===== src/rtl/byte_fifo_pkg.sv =====
package byte_fifo_pkg;
    typedef enum logic {
        MODE_HOLD = 1'b0,
        MODE_FIFO = 1'b1
    } fifo_mode_e;

    localparam int unsigned BURST_ENTRIES = 4;
endpackage


===== src/rtl/bfq_mode_ctl.sv =====
module bfq_mode_ctl
    import byte_fifo_pkg::*;
(
    input  logic clk,
    input  logic rst_n,
    input  logic on_cmd,
    input  logic off_cmd,
    output logic queue_mode,
    output logic mode_switch
);
    fifo_mode_e state_q, state_d;

    // state register
    always_ff @(posedge clk or negedge rst_n) begin
        if (!rst_n) state_q <= MODE_HOLD;
        else        state_q <= state_d;
    end

    // next state: T_ENTER, T_LEAVE, otherwise T_STAY
    always_comb begin
        state_d = state_q;
        unique case (state_q)
            MODE_HOLD: if (on_cmd && !off_cmd) state_d = MODE_FIFO;
            MODE_FIFO: if (off_cmd && !on_cmd) state_d = MODE_HOLD;
            default:   state_d = MODE_HOLD;
        endcase
    end

    // outputs
    always_comb begin
        queue_mode  = (state_q == MODE_FIFO);
        mode_switch = (state_d != state_q);
    end
endmodule


===== src/rtl/bfq_ring.sv =====
module bfq_ring
    import byte_fifo_pkg::*;
#(
    parameter int unsigned DEPTH   = 16,
    parameter bit          FREE_RDY = 1'b1,
    localparam int unsigned LVL_W  = $clog2(DEPTH + 1),
    localparam int unsigned PTR_W  = (DEPTH > 1) ? $clog2(DEPTH) : 1
) (
    input  logic             clk,
    input  logic             rst_n,
    input  logic             clear,
    input  logic             queue_mode,
    input  logic             thr_four,
    input  logic             push,
    input  logic [7:0]       push_data,
    input  logic             pop,
    output logic [7:0]       head,
    output logic [LVL_W-1:0] level,
    output logic             full,
    output logic             ready,
    output logic             ovf
);
    logic [7:0]       mem [DEPTH];
    logic [PTR_W-1:0] wr_ptr, rd_ptr;
    logic [LVL_W-1:0] cap, thr, free_n;
    logic             do_push, do_pop;

    function automatic logic [PTR_W-1:0] bump(input logic [PTR_W-1:0] p);
        return (p == PTR_W'(DEPTH - 1)) ? '0 : p + 1'b1;
    endfunction

    always_comb begin
        cap     = queue_mode ? LVL_W'(DEPTH) : LVL_W'(1);
        thr     = (queue_mode && thr_four) ? LVL_W'(BURST_ENTRIES) : LVL_W'(1);
        full    = (level >= cap);
        free_n  = cap - level;
        do_push = push && !full && !clear;
        do_pop  = pop && (level != '0) && !clear;
        head    = mem[rd_ptr];
    end

    generate
        if (FREE_RDY) begin : g_free
            assign ready = (free_n >= thr);
        end else begin : g_fill
            assign ready = (level >= thr);
        end
    endgenerate

    always_ff @(posedge clk or negedge rst_n) begin
        if (!rst_n) begin
            wr_ptr <= '0;
            rd_ptr <= '0;
            level  <= '0;
            ovf    <= 1'b0;
        end else if (clear) begin
            wr_ptr <= '0;
            rd_ptr <= '0;
            level  <= '0;
            ovf    <= 1'b0;
        end else begin
            if (do_push) wr_ptr <= bump(wr_ptr);
            if (do_pop)  rd_ptr <= bump(rd_ptr);
            if (do_push && !do_pop)      level <= level + 1'b1;
            else if (do_pop && !do_push) level <= level - 1'b1;
            if (push && full) ovf <= 1'b1;
        end
    end

    always_ff @(posedge clk) begin
        if (do_push) mem[wr_ptr] <= push_data;
    end
endmodule


===== src/rtl/byte_fifo_pair.sv =====
module byte_fifo_pair
    import byte_fifo_pkg::*;
#(
    parameter int unsigned DEPTH = 16,
    localparam int unsigned LVL_W = $clog2(DEPTH + 1)
) (
    input  logic             clk,
    input  logic             rst_n,
    input  logic             fifo_on_cmd,
    input  logic             fifo_off_cmd,
    input  logic             tx_thr_four,
    input  logic             rx_thr_four,
    input  logic             tx_flush,
    input  logic             rx_flush,
    input  logic             tx_wr,
    input  logic [7:0]       tx_wdata,
    input  logic             eng_tx_pop,
    output logic [7:0]       eng_tx_data,
    output logic             eng_tx_valid,
    input  logic             eng_rx_push,
    input  logic [7:0]       eng_rx_data,
    output logic             eng_rx_space,
    input  logic             rx_rd,
    output logic [7:0]       rx_rdata,
    output logic             tx_ready,
    output logic             rx_ready,
    output logic [LVL_W-1:0] tx_level,
    output logic [LVL_W-1:0] rx_level,
    output logic             tx_ovf,
    output logic             rx_ovf,
    output logic             fifo_mode
);
    logic       mode_switch;
    logic       tx_full, rx_full;
    logic [7:0] rx_head;

    bfq_mode_ctl u_mode (
        .clk        (clk),
        .rst_n      (rst_n),
        .on_cmd     (fifo_on_cmd),
        .off_cmd    (fifo_off_cmd),
        .queue_mode (fifo_mode),
        .mode_switch(mode_switch)
    );

    bfq_ring #(.DEPTH(DEPTH), .FREE_RDY(1'b1)) u_tx (
        .clk       (clk),
        .rst_n     (rst_n),
        .clear     (tx_flush || mode_switch),
        .queue_mode(fifo_mode),
        .thr_four  (tx_thr_four),
        .push      (tx_wr),
        .push_data (tx_wdata),
        .pop       (eng_tx_pop),
        .head      (eng_tx_data),
        .level     (tx_level),
        .full      (tx_full),
        .ready     (tx_ready),
        .ovf       (tx_ovf)
    );

    bfq_ring #(.DEPTH(DEPTH), .FREE_RDY(1'b0)) u_rx (
        .clk       (clk),
        .rst_n     (rst_n),
        .clear     (rx_flush || mode_switch),
        .queue_mode(fifo_mode),
        .thr_four  (rx_thr_four),
        .push      (eng_rx_push),
        .push_data (eng_rx_data),
        .pop       (rx_rd),
        .head      (rx_head),
        .level     (rx_level),
        .full      (rx_full),
        .ready     (rx_ready),
        .ovf       (rx_ovf)
    );

    assign eng_tx_valid = (tx_level != '0);
    assign eng_rx_space = !rx_full;

    // host read data register: loads only on a read that takes a byte
    always_ff @(posedge clk or negedge rst_n) begin
        if (!rst_n) rx_rdata <= '0;
        else if (rx_rd && (rx_level != '0) && !rx_flush && !mode_switch)
            rx_rdata <= rx_head;
    end
endmodule


===== config.mk =====
export PLATFORM = sky130hd
export DESIGN_NAME = byte_fifo_pair
export DESIGN_NICKNAME = d
export VERILOG_FILES = /design/src/rtl/byte_fifo_pkg.sv /design/src/rtl/bfq_mode_ctl.sv /design/src/rtl/bfq_ring.sv /design/src/rtl/byte_fifo_pair.sv
export SDC_FILE = /design/constraint.sdc
export NUM_CORES = 1
export LEC_CHECK = 0
export ABC_AREA = 1
export BUFFER_PORTS_ARGS = -buffer_cell sky130_fd_sc_hd__clkbuf_2
export CAP_MARGIN = 10
export CORE_MARGIN = 3
export CORE_UTILIZATION = 35
export CTS_CLUSTER_DIAMETER = 40
export DETAILED_ROUTE_END_ITERATION = 10
export MAX_ROUTING_LAYER = met4
export SETUP_SLACK_MARGIN = 0.15
export SYNTH_ARGS = -nofsm -noshare
export SYNTH_HDL_FRONTEND = slang
export SYNTH_HIERARCHICAL = 1
export SYNTH_SLANG_ARGS = --single-unit

===== constraint.sdc =====
create_clock -name clk -period 7.14 [get_ports clk]
set_input_delay 0.357 -clock clk [delete_from_list [all_inputs] [get_ports clk]]
set_output_delay 0.357 -clock clk [all_outputs]
set_load 0.01 [all_outputs]

After elaboration in Yosys (flattened, before gate mapping)
Memory sizes are Yosys's and may differ from the RTL's. A register that Yosys moved wholly into a read port is not among the register bits.
Cells that the tools add are included.

cells by class
  divide/modulo/power cells = 0
  eq/ne operators = 5
  shift-type cells = 0
  reductions and logical operators = 45
  add/sub/neg operators = 9
  multipliers = 0
  magnitude comparators = 4
  multiplexer cells = 32
  bitwise operators = 1

operator list
  operator               count
  $mux W4                12
  $mux W5                7
  $ge A5 B5 Y1           4
  $logic_and A1 B1 Y1    20
  $add A4 B1 Y4 const B  4
  $eq A4 B4 Y1 const B   4
  $logic_not A1 Y1       13
  $reduce_bool A2 Y1     6
  $add A5 B1 Y5 const B  2
  $mux W1                10
  $reduce_bool A5 Y1     2
  $sub A5 B1 Y5 const B  2
  $mux W3                2
  $reduce_bool A3 Y1     2
  $sub A5 B5 Y5          1
  $logic_or A1 B1 Y1     2
  $pmux W1 S2            1
  $ne A1 B1 Y1           1
  $not A1 Y1             1

word-level totals
  logic and storage cells = 107
  memory bits (writable) = 256
  memory bits (read-only) = 0
  register bits = 29
  memories = 2
  input port bits = 28
  latch bits = 0
  output and inout port bits = 33

memories
  name      depth  width  read ports  clocked after memory_dff  wr ports  RTL line        RTL
  u_rx.mem  16     8      1           1                         1         bfq_ring.sv:23  logic [7:0] mem [DEPTH];
  u_tx.mem  16     8      1           0                         1         bfq_ring.sv:23

Longest topological paths before layout
Gate-level depths: netlist (run 1).

  depth after elaboration = 13
  gate-level depth with buffers = 18

By module
The synthesis (run 1) kept the hierarchy.

modules (own cells, without submodules)
  module           cells an instance  times used  sequential area each (µm²)  area an instance (µm²)
  bfq_ring (u_rx)  532                1           4194.0                      6199.7
  bfq_ring (u_tx)  532                1           4194.0                      6169.7
  byte_fifo_pair   44                 1           200.2                       380.4
  bfq_mode_ctl     10                 1           25.0                        61.3

Worst setup path after synthesis (run 1)
No wires, ideal clock.

  path kind = reg-to-reg
  start point = reg u_mode.state_q (netlist: u_mode/queue_mode)
  end point = reg u_rx.level[4]
  arrival time = 2334 ps
  slack = 4689 ps
  cell stages (with the launch flop) = 17
  path buffers = 0
  path through = dfrtp_1 -> inv_1 -> ha_1 -> nand2_1 -> inv_1 -> nand3_2 -> nand3_4 -> nor2_4 -> nand2_4 -> fa_1 -> nand3_1 -> nand3_1 -> nand2_1 -> o21bai_1 -> nand2_1 -> nand3_1 -> nand2_1

RTL lines
  what                                                     RTL line                        RTL
  start, declared                                          bfq_mode_ctl.sv:11              fifo_mode_e state_q, state_d;
  start signal, assigned                                   bfq_mode_ctl.sv:16              else state_q <= state_d;
  $mux W5 *                                                bfq_ring.sv:33                  cap = queue_mode ? LVL_W'(DEPTH) : LVL_W'(1);
  $ge A5 B5 Y1 *                                           bfq_ring.sv:35                  full = (level >= cap);
  named net rx_full                                        byte_fifo_pair.sv:34            logic tx_full, rx_full;
  $logic_not A1 Y1 *                                       bfq_ring.sv:37                  do_push = push && !full && !clear;
  $logic_and A1 B1 Y1 * (2 in series)                      bfq_ring.sv:37
  $logic_and A1 B1 Y1 or $logic_not A1 Y1 (tied branches)  bfq_ring.sv:64, bfq_ring.sv:65
  $mux W5 or $logic_and A1 B1 Y1 (tied branches)           bfq_ring.sv:64, bfq_ring.sv:65
  $mux W5 or $reduce_bool A3 Y1 (tied branches)            n/a
  end signal, assigned                                     bfq_ring.sv:64                  if (do_push && !do_pop) level <= level + 1'b1;
  end signal, assigned                                     bfq_ring.sv:65                  else if (do_pop && !do_push) level <= level - 1'b1;
  end, declared                                            bfq_ring.sv:18                  output logic [LVL_W-1:0] level,

Mark *: on every way through the listed nets, which the timed path passes. The rest lies on a longest branch.
A chain may end at the register's enable or synchronous reset.

Worst setup path after layout (run 1)
  start point = reg u_tx.rd_ptr[0]
  end point = out eng_tx_data[1]

between the ends
  word-level cells in the longest chain between the ends = 1

RTL lines
  what                    RTL line              RTL
  start, declared         bfq_ring.sv:24        logic [PTR_W-1:0] wr_ptr, rd_ptr;
  start signal, assigned  bfq_ring.sv:63        if (do_pop) rd_ptr <= bump(rd_ptr);
  $mem_v2 Z16 W8          n/a
  end, declared           byte_fifo_pair.sv:18  output logic [7:0] eng_tx_data,

No other way between the ends.

==> results of run 1 <==
[registers in the layout, summed over array words and instances (netlist names)]
signal	count
u_rx/mem	128
u_rx/rd_ptr	4
u_tx/wr_ptr	4
u_rx/wr_ptr	4
u_rx/ovf	1
u_rx/level	5
u_tx/mem	128
u_tx/ovf	1
u_tx/rd_ptr	4
u_mode/queue_mode	1
rx_rdata	8
u_tx/level	5
[synth_stat cells (all sizes together)]
cell       n  area, µm²
clkbuf    10       43.8
xnor2      3       26.3
or2        5       31.3
inv       59        226
o32ai      2       17.5
dfrtp     37        926
fa         2       40.0
o21bai     2       15.0
nand3     70        383
o2111ai    9       78.8
nor3b      1       18.8
a21oi     27        135
o211ai    12       90.1
edfxtp   256       7690
buf       39        243
ha        27        338
o21ai    113        566
o22ai     33        206
nor2     187        727
nand4      8       62.6
clkinv     2       8.75
o31ai     11       82.6
nor3       5       25.0
nand2    193        790
xor2       5       43.8
[worst register-to-register path: stages (launching register included)]
cell and delay [ns]:
dfrtp_1 0.50, inv_1 0.07, nand3_1 0.09, nand2_1 0.12, or2_1 0.28, inv_1 0.30, nand4_2 0.20, inv_1 0.18
nand2_1 0.21, nor2_1 0.61
[power groups by stage]
stage	Clock [W]	Combinational, W	Sequential, W
global route	0.00204	0.00127	0.00203
CTS	0.00197	0.00114	0.00202
global placement	0	0.00113	0.00205
floorplan	0	0.000788	0.00205
finish	0.00193	0.00114	0.00201
detailed placement	0	0.00114	0.00205
[cells by family after synthesis]
logic type      after synthesis  synth area share (%)
simple gates                469                  15.9
compound gates              209                  9.30
buf+inv                     110                  4.07
flops                       293                  67.2
fa+ha+maj                    29                  2.95
xor+xnor                      8                 0.547
[path summary, 6_finish.rpt]
kind	start	endpoint	slack, ns
min in group clk	fifo_on_cmd	u_mode/queue_mode$_DFF_PN0_	0.12
max in group asynchronous	rst_n	u_tx/rd_ptr[0]$_DFFE_PN0P_	6.50
worst max register to register	u_mode/queue_mode$_DFF_PN0_	u_tx/mem[12][5]$_DFFE_PP_	4.21
worst min register to register	rx_rdata[2]$_DFFE_PN0P_	rx_rdata[2]$_DFFE_PN0P_	0.47
worst min-delay path	rst_n	u_rx/wr_ptr[1]$_DFFE_PN0P_	-0.01
worst max-delay path	u_tx/rd_ptr[0]$_DFFE_PN0P_	eng_tx_data[1]	3.86
[layer usage]
layer	share of wire (%)	up-vias	GRT usage (%)
li1	-	4067	-
met1	43	4210	21.3
met2	49	281	27.2
met3	6.0	44	2.75
met4	1.5	0	3.99
met5	0	-	-
[layout make-up]
cell class	count	area, µm²	area share [%]
Sequential cell	293	8620	58.5
Multi-Input combinational cell	715	3680	24.9
Inverter	61	235	1.60
Tap cell	461	577	3.91
Timing Repair Buffer	64	330	2.24
Clock inverter	23	256	1.74
Clock buffer	46	1040	7.09
[per-stage QoR]
step	setup slack [ns]	std cells
floorplan	4.69	1118
CTS	3.90	1663
detailed placement	4.21	1594
global placement	4.31	1594
finish	3.86	1663
global route	3.70	1663
==> results.toml, run 1 <==
[pwr]
pwr-share-clk_pct = 38.0
ir_worst_vdd_mv = 0.166
seqPwrFrac_pct = 39.6
combPwrFrac_pct = 22.3
swShare_pct = 31.5
switching_power_w = 0.00160
power.density_nw_per_um2 = 345
total_power_w = 0.00508
p_int_w = 0.00349
p_leak_nw = 5.45

[drt]
first_iter_violations = 629
wl_per_cell_um = 18.8
routed-via-count = 8602
drt-vias-per-instance = 5.17
drc = 0
drt-total-wl_um = 31300
ant_nets = 0
dr.pass1.iters = 5

[synthesis]
synth_fp_nets = 1175
ys_seq_area_share_pct = 67.2
synth-seq-cells = 293
ys_warn_count = 6
syn_inst = 1118
synth_area_per_cell_um2 = 11.5
synth_cell_types = 41
synth_area_um2 = 12800

[clock_network]
clk_root_buffer_cell = "clkbuf_16"
cts_resized = 0
clk_pin_slew_worst_paths_ns = 0.06
cts_tree = "done"
post_cts_buffers = 0
clkLatencyLatePin_ns = 0.52
cts_hold_buf = 0
cts_max_level = 2
clock_path_buffers = 3
clkSinkCount = 293
cts_buffers = 38

[place]
gp_congestion = 0.836
portBuffers = 60
dpl_cell_area_um2 = 13400
hpwl_um = 20000

[hold_path]
min-delay-path-class = "in -> async"

[flow_run]
drv_cap = 0

[timing]
setup_viol = 0
rsz0062_at_grt = "false"
max_freq_mhz = 305
relSlewSlack_pct = 34.2
fin_crit_sh_pct = 45.9
finClkSkew_ns = 0.0161
worst_hold_slack_ns = -0.0119
tns_ns = 0
hold_viol_final = 23
drv_slew = 0
fin_crit_ns = 3.28
worstMarginPinSlew_ns = 0.983

[die]
fp.dieW_um = 197
die-area_um2 = 38900
die_h_um = 197
row_count = 69
start_util_pct = 35.8
pin_count = 61
coreArea_um2 = 35800

[grt]
grt_max_degree = 74
gr-total-overflow = 0
antenna_found_initial = 0
grt_util_all_layers_pct = 16.4
grt_pass1_wl_um = 48500
grt_pass1_vias = 8351

[outcome]
violations = "hold timing"
run_status = "finished, violations left"

[finish]
mostFrequentLayoutCell = "edfxtp_1"
nets = 1230
antennaDiodeCount = 0
drive_above_1_share_pct = 13.4
nFillCells = 3350
stdcell_area_um2 = 14700
finish.utilization_pct = 41.1
layout_common_cells = "edfxtp_1 (256), nor2_1 (183), nand2_1 (181), o21ai_0 (99), nand3_1 (65)"
area_growth_pct = 15.0

[worst_setup_path]
crit_chain = "buf_4 > inv_4 > o21ai_0 > o211ai_1 > o2111ai_1 > o21ai_1 > clkbuf_2"
critPathCaptureType = "output pin"
ff2ff_path_depth = 9
crit_buf_inv = 3
cp_data_arrival_time_ns = 2.92
startpoint_type = "flop"
crit_family = "buffers and inverters"
cpMaxStageDelayCell = "buf_4"
crit_path_max_incr_delay_ns = 0.58
crit_required_ns = 6.78
path_max_fanout = 73
cp_num_cells = 7
crit_type = "reg -> out"
No activity file was read; power rests on OpenSTA's default activity.
==> inputs of run 2 (changes only) <==
==> constraint.sdc (replaced) <==
create_clock -name clk -period 2.7 [get_ports clk]
set_input_delay 0.135 -clock clk [delete_from_list [all_inputs] [get_ports clk]]
set_output_delay 0.135 -clock clk [all_outputs]
set_load 0.01 [all_outputs]
==> results.toml, run 2 (synthesis results as in run 1) <==
[outcome]
run_status = "finished clean"

[worst_setup_path]
cp_common_cell = "nand2_1"
crit_required_ns = 3.16
crit_buf_inv = 2
cp_data_arrival_time_ns = 2.91
startpoint_type = "flop"
crit_path_max_incr_delay_ns = 0.48
crit_family = "simple AND/OR/NAND/NOR gates"
crit_chain = "inv_4 > ha_4 > nand2_2 > inv_1 > nand3_2 > nand3_4 > nor2_4 > nand2_4 > fa_2 > nand3_4 > nand2_2 > nand2_1 > nand2_1 > o21bai_1 > nand2_1 > nand3_1 > nand2_1"
critPathCaptureType = "flop"
r2r_slack_ns = 0.25
cpMaxStageDelayCell = "dfrtp_2"
path_max_fanout = 8
crit_type = "reg -> reg"

[finish]
mostFrequentLayoutCell = "edfxtp_1"
antennaDiodeCount = 0
drive_above_1_share_pct = 19.7
layout_common_cells = "edfxtp_1 (256), nor2_1 (180), nand2_1 (177), o21ai_0 (99), buf_4 (66)"
nets = 1306
area_growth_pct = 21.0
top_regs = "u_rx/mem: 128 flops, u_tx/mem: 128 flops, rx_rdata: 8 flops"
finish.utilization_pct = 43.3

[drt]
drc = 0
first_iter_violations = 661
drt-total-wl_um = 31100
routed-via-count = 8868
dr.pass1.iters = 7
ant_nets = 0
wl_per_cell_um = 17.9
drt-vias-per-instance = 5.10

[timing]
relSlewSlack_pct = 32.8
rsz0062_at_grt = "true"
hold_viol_final = 0
setup_viol = 0
max_freq_mhz = 408
drv_slew = 0
tns_ns = 0
worstMarginPinSlew_ns = 1.01
fin_crit_ns = 2.45
fin_crit_sh_pct = 90.7
finClkSkew_ns = 0.00945

[die]
die-area_um2 = 38900
pin_count = 61
coreArea_um2 = 35800
fp.dieW_um = 197
row_count = 69
die_h_um = 197
start_util_pct = 35.8

[place]
hpwl_um = 19600
portBuffers = 60
gp_congestion = 0.839

[clock_network]
clk_pin_slew_worst_paths_ns = 0.05
cts_buffers = 38
cts_tree = "done"
cts_max_level = 2
clkLatencyLatePin_ns = 0.52
clk_root_buffer_cell = "clkbuf_16"
clock_path_buffers = 3
clkSinkCount = 293

[grt]
grt_pass1_vias = 8701
grt_max_degree = 73
grt_pass1_wl_um = 49100
antenna_found_initial = 0
gr-total-overflow = 0
grt_util_all_layers_pct = 16.5

[pwr]
power.density_nw_per_um2 = 898
p_leak_nw = 5.85
ir_worst_vdd_mv = 0.582

[hold_path]
min-delay-path-class = "in -> reg"

[flow_run]
drv_cap = 0
==> run 2: cell count changes in the layout (fill, tap and decap cells not counted), moves of 3 or more <==
cell	previous run	this run
nand2_2	5	9
buf_4	4	66
ha_1	27	23
nor2_1	183	180
dlygate4sd3_1	0	11
inv_1	52	46
dfrtp_2	2	5
nand2_1	181	177
clkinv_1	2	6
dfrtp_1	35	32
clkinv_2	6	3
nor2_2	1	4
inv_2	5	9
ha_4	0	4
==> run 2: metrics by stage <==
stage | cells | total power, W | hold WS (ns) | worst slack [ns] | area [µm²]
after floorplan | 1118 | 0.00751 | -0.161 | 0.249 | 12800
after global routing | 1740 | 0.0146 | 0.0751 | 0.0786 | 15500
after global placement | 1646 | 0.00849 | 0.330 | 0.146 | 13800
after CTS | 1728 | 0.0138 | 0.00841 | 0.158 | 15300
after detailed placement | 1646 | 0.00853 | 0.341 | 0.0542 | 13800
final | 1740 | 0.0139 | 0.0411 | 0.252 | 15500
==> run 2: cell type report <==
class	instances	area (µm²)
multi-input combinational	715	3780
timing repair buffer	140	957
sequential	293	8620
clock inverter	24	265
inverter	61	244
clock buffer	46	1050
fill	3307	20300
tap	461	577
==> run 2: per-layer routing <==
metal  routed length (µm)  track usage, %  vias to the layer above  part of all wire [%]
met3                 1660            2.85                       72                   5.3
met5                    0               -                        -                     0
met2                15000            26.3                      256                    48
li1                     -               -                     4231                     -
met1                13600            21.3                     4309                    44
met4                  919            6.18                        0                   3.0
==> run 2: what timing repair did <==
action,CTS,global route
resized for setup,4,28
pin swaps,0,15
cloned,0,0
setup buffers,1,12
setup endpoints to repair,15,107
hold buffers,11,0
endpoints found under the hold margin,48,0
==> run 2: worst reg2reg max path, cell delays in order (launching register included) <==
cell and delay, ns:
dfrtp_2 0.48, inv_4 0.10, ha_4 0.21, nand2_2 0.06, inv_1 0.04, nand3_2 0.10, nand3_4 0.09, nor2_4 0.15
nand2_4 0.11, fa_2 0.44, nand3_4 0.09, nand2_2 0.05, nand2_1 0.06, nand2_1 0.06, o21bai_1 0.15, nand2_1 0.07
nand3_1 0.06, nand2_1 0.07
==> run 2: final timing paths <==
check	startpoint	to	cells past startpoint
max	u_mode/queue_mode$_DFF_PN0_	u_rx/level[4]$_DFFE_PN0P_	17
min	eng_tx_pop	u_tx/rd_ptr[1]$_DFFE_PN0P_	5
max reg2reg	u_mode/queue_mode$_DFF_PN0_	u_rx/level[4]$_DFFE_PN0P_	17
min reg2reg	rx_rdata[2]$_DFFE_PN0P_	rx_rdata[2]$_DFFE_PN0P_	2
max in group asynchronous	rst_n	u_tx/level[4]$_DFFE_PN0P_	2
min in group asynchronous	rst_n	u_rx/level[1]$_DFFE_PN0P_	2
==> run 2: where the power goes <==
part | switching (W) | total [W] | internal [W]
sequential | 0.000204 | 0.00533 | 0.00513
clock | 0.00198 | 0.00520 | 0.00322
combinational | 0.00214 | 0.00339 | 0.00125
==> inputs of run 3 (changes only) <==
--- a/config.mk
+++ b/config.mk
@@ -5,7 +5,6 @@
 export SDC_FILE = /design/constraint.sdc
 export NUM_CORES = 1
 export LEC_CHECK = 0
-export ABC_AREA = 1
 export BUFFER_PORTS_ARGS = -buffer_cell sky130_fd_sc_hd__clkbuf_2
 export CAP_MARGIN = 10
 export CORE_MARGIN = 3
==> results.toml, run 3 <==
[drt]
highest_layer = "met4"
wl_per_cell_um = 19.4
route.met2.wl_um = 13700
drt-vias-per-instance = 5.10
ant_nets = 0
drc = 0
met3WireLength_um = 1290
dr.pass1.iters = 5
drt-met1-wl_um = 12200
routed-via-count = 7270
first_iter_violations = 450
drt-total-wl_um = 27700

[flow_run]
drv_cap = 0

[worst_setup_path]
path_max_fanout = 4
crit_path_max_incr_delay_ns = 0.43
critPathCaptureType = "flop"
cp_data_arrival_time_ns = 3.36
crit_type = "reg -> reg"
startpoint_type = "flop"
crit_required_ns = 3.12
ff2ff_path_depth = 10
cp_common_cell = "a21o_1"
cpMaxStageDelayCell = "fa_2"
crit_chain = "inv_2 > ha_4 > or3b_4 > o41ai_4 > nand3b_1 > fa_2 > a21o_1 > a21o_1 > o311a_2 > o21ba_2"

[die]
row_count = 68
die_h_um = 196
pin_count = 61
start_util_pct = 36.0
die-area_um2 = 38400
fp.dieW_um = 196
coreArea_um2 = 35100

[grt]
grt_pass1_vias = 7568
grt_util_all_layers_pct = 14.9
grt_max_degree = 31
gr-total-overflow = 0
grt_pass1_wl_um = 43600
antenna_found_initial = 0

[place]
portBuffers = 60
hpwl_um = 18000
dpl_worst_slack_ns = -0.356
dp.cells = 1332
gp_congestion = 0.766

[finish]
layout_common_cells = "edfxtp_1 (256), buf_4 (75), clkbuf_2 (59), mux2i_1 (54), clkbuf_16 (43)"
drive_above_1_share_pct = 35.3
mostFrequentLayoutCell = "edfxtp_1"
final_cells = 1425
area_growth_pct = 24.8
nets = 993
top_regs = "u_rx/mem: 128 flops, u_tx/mem: 128 flops, rx_rdata: 8 flops"
antennaDiodeCount = 0

[synthesis]
synth-edff-count = 256
synth_area_um2 = 12600
ys_seq_area_share_pct = 68.3
ys_warn_count = 6
async_flop_share_pct = 12.6
synth.most_common_cell = "edfxtp_1"
synth_area_per_cell_um2 = 16.3
yosysTopAreaCellShare_pct = 60.9
synth_area_leaders = "edfxtp_1 (61%), dfrtp_1 (7.3%), mux4_2 (5.7%), mux2i_1 (4.3%), ha_1 (2.7%)"
syn_inst = 776
synth_cell_types = 66
synthFlopType = "edfxtp_1"
synth_top_cell_by_area = "edfxtp_1"
synth_fp_nets = 833
synth_common_cells = "edfxtp_1 (256), mux2i_1 (54), nor2_1 (43), nand2_1 (40)"
synth-seq-cells = 293

[clock_network]
clk_root_buffer_cell = "clkbuf_16"
clkSinkCount = 293
clk_pin_slew_worst_paths_ns = 0.05
cts_buffers = 42
cts_tree = "done"
clkLatencyLatePin_ns = 0.53
clock_path_buffers = 3
cts_max_level = 2

[timing]
setup_viol = 2
relSlewSlack_pct = 43.9
fin_crit_ns = 2.94
fin_crit_sh_pct = 109
hold_viol_final = 0
rsz0062_at_grt = "true"
max_freq_mhz = 340
worstMarginPinSlew_ns = 0.841
tns_ns = -0.319
finClkSkew_ns = 0.0235
fin_ws_ns = -0.237
drv_slew = 0

[outcome]
violations = "setup timing"
run_status = "finished, violations left"

[pwr]
p_leak_nw = 5.54
power.density_nw_per_um2 = 898
total_power_w = 0.0141
ir_worst_vdd_mv = 0.551

[hold_path]
hold_depth = 1
min-delay-path-class = "in -> reg"
-- run 3: kinds of logic (layout without fill, tap and decap cells) --
| group | after synthesis | after routing | synth area share, % |
|---|---|---|---|
| flip-flops | 293 | 293 | 68.3 |
| AND/OR/NAND/NOR | 147 | 147 | 6.26 |
| AO/OA/AOI/OAI | 131 | 131 | 7.59 |
| multiplexers | 111 | 111 | 12.2 |
| buffers and inverters | 53 | 247 | 1.74 |
| adder cells (fa/ha/maj) | 30 | 30 | 3.08 |
| XOR/XNOR | 11 | 11 | 0.823 |
-- run 3: path summary, 6_finish.rpt --
| path | to | slack [ns] | start |
|---|---|---|---|
| min in group asynchronous | u_tx/rd_ptr[0]$_DFFE_PN0P_ | 0.24 | rst_n |
| min reg2reg | u_tx/ovf$_DFFE_PN0P_ | 0.51 | u_tx/ovf$_DFFE_PN0P_ |
| max reg2reg | u_rx/level[4]$_DFFE_PN0P_ | -0.24 | u_mode/queue_mode$_DFF_PN0_ |
| max | u_rx/level[4]$_DFFE_PN0P_ | -0.24 | u_mode/queue_mode$_DFF_PN0_ |
| min | u_tx/mem[5][4]$_DFFE_PP_ | 0.03 | tx_wdata[4] |
| max in group asynchronous | rx_rdata[3]$_DFFE_PN0P_ | 1.76 | rst_n |
-- run 3: where the power goes --
group | internal, W | switching (W)
combinational | 0.00173 | 0.00173
clock | 0.00330 | 0.00208
sequential | 0.00513 | 0.000158
total | 0.0102 | 0.00397
-- run 3: per-layer routing --
metal / GRT usage [%] / vias to the layer above
met5: - / -
met4: 4.07 / 0
met3: 2.73 / 42
met2: 24.1 / 179
met1: 19.5 / 3657
li1: - / 3392
-- run 3: area by class of cell --
class,count,area (µm²)
Fill cell,3108,19300
Tap cell,455,569
Timing Repair Buffer,152,1100
Clock inverter,35,350
Clock buffer,43,1050
Inverter,17,63.8
Sequential cell,293,8630
Multi-Input combinational cell,430,3990
-- run 3: per-stage QoR --
step	utilization [%]	hold slack (ns)	instance area (µm²)
floorplan	-	-0.161	12700
global placement	40.1	0.282	14000
detailed placement	40.1	0.281	14000
CTS	44.5	0.0164	15600
global route	44.9	0.0455	15700
finish	44.9	0.0283	15700
-- run 3: worst max-delay path: cells and delay by family, from the launching register on --
| kind | cells | cell delay (ns) |
|---|---|---|
| buffers and inverters | 1 | 0.08 |
| flip-flops | 1 | 0.40 |
| AND/OR/NAND/NOR | 2 | 0.63 |
| adder cells (fa/ha/maj) | 2 | 0.62 |
| AO/OA/AOI/OAI | 5 | 1.09 |
-- run 3: what timing repair did --
action / in CTS / in global routing
gates cloned: 0 / 1
endpoints found under the hold margin: 31 / 0
hold buffers: 5 / 0
setup buffers: 4 / 5
pin swaps: 4 / 3
setup endpoints to repair: 14 / 128
resized for setup: 10 / 24
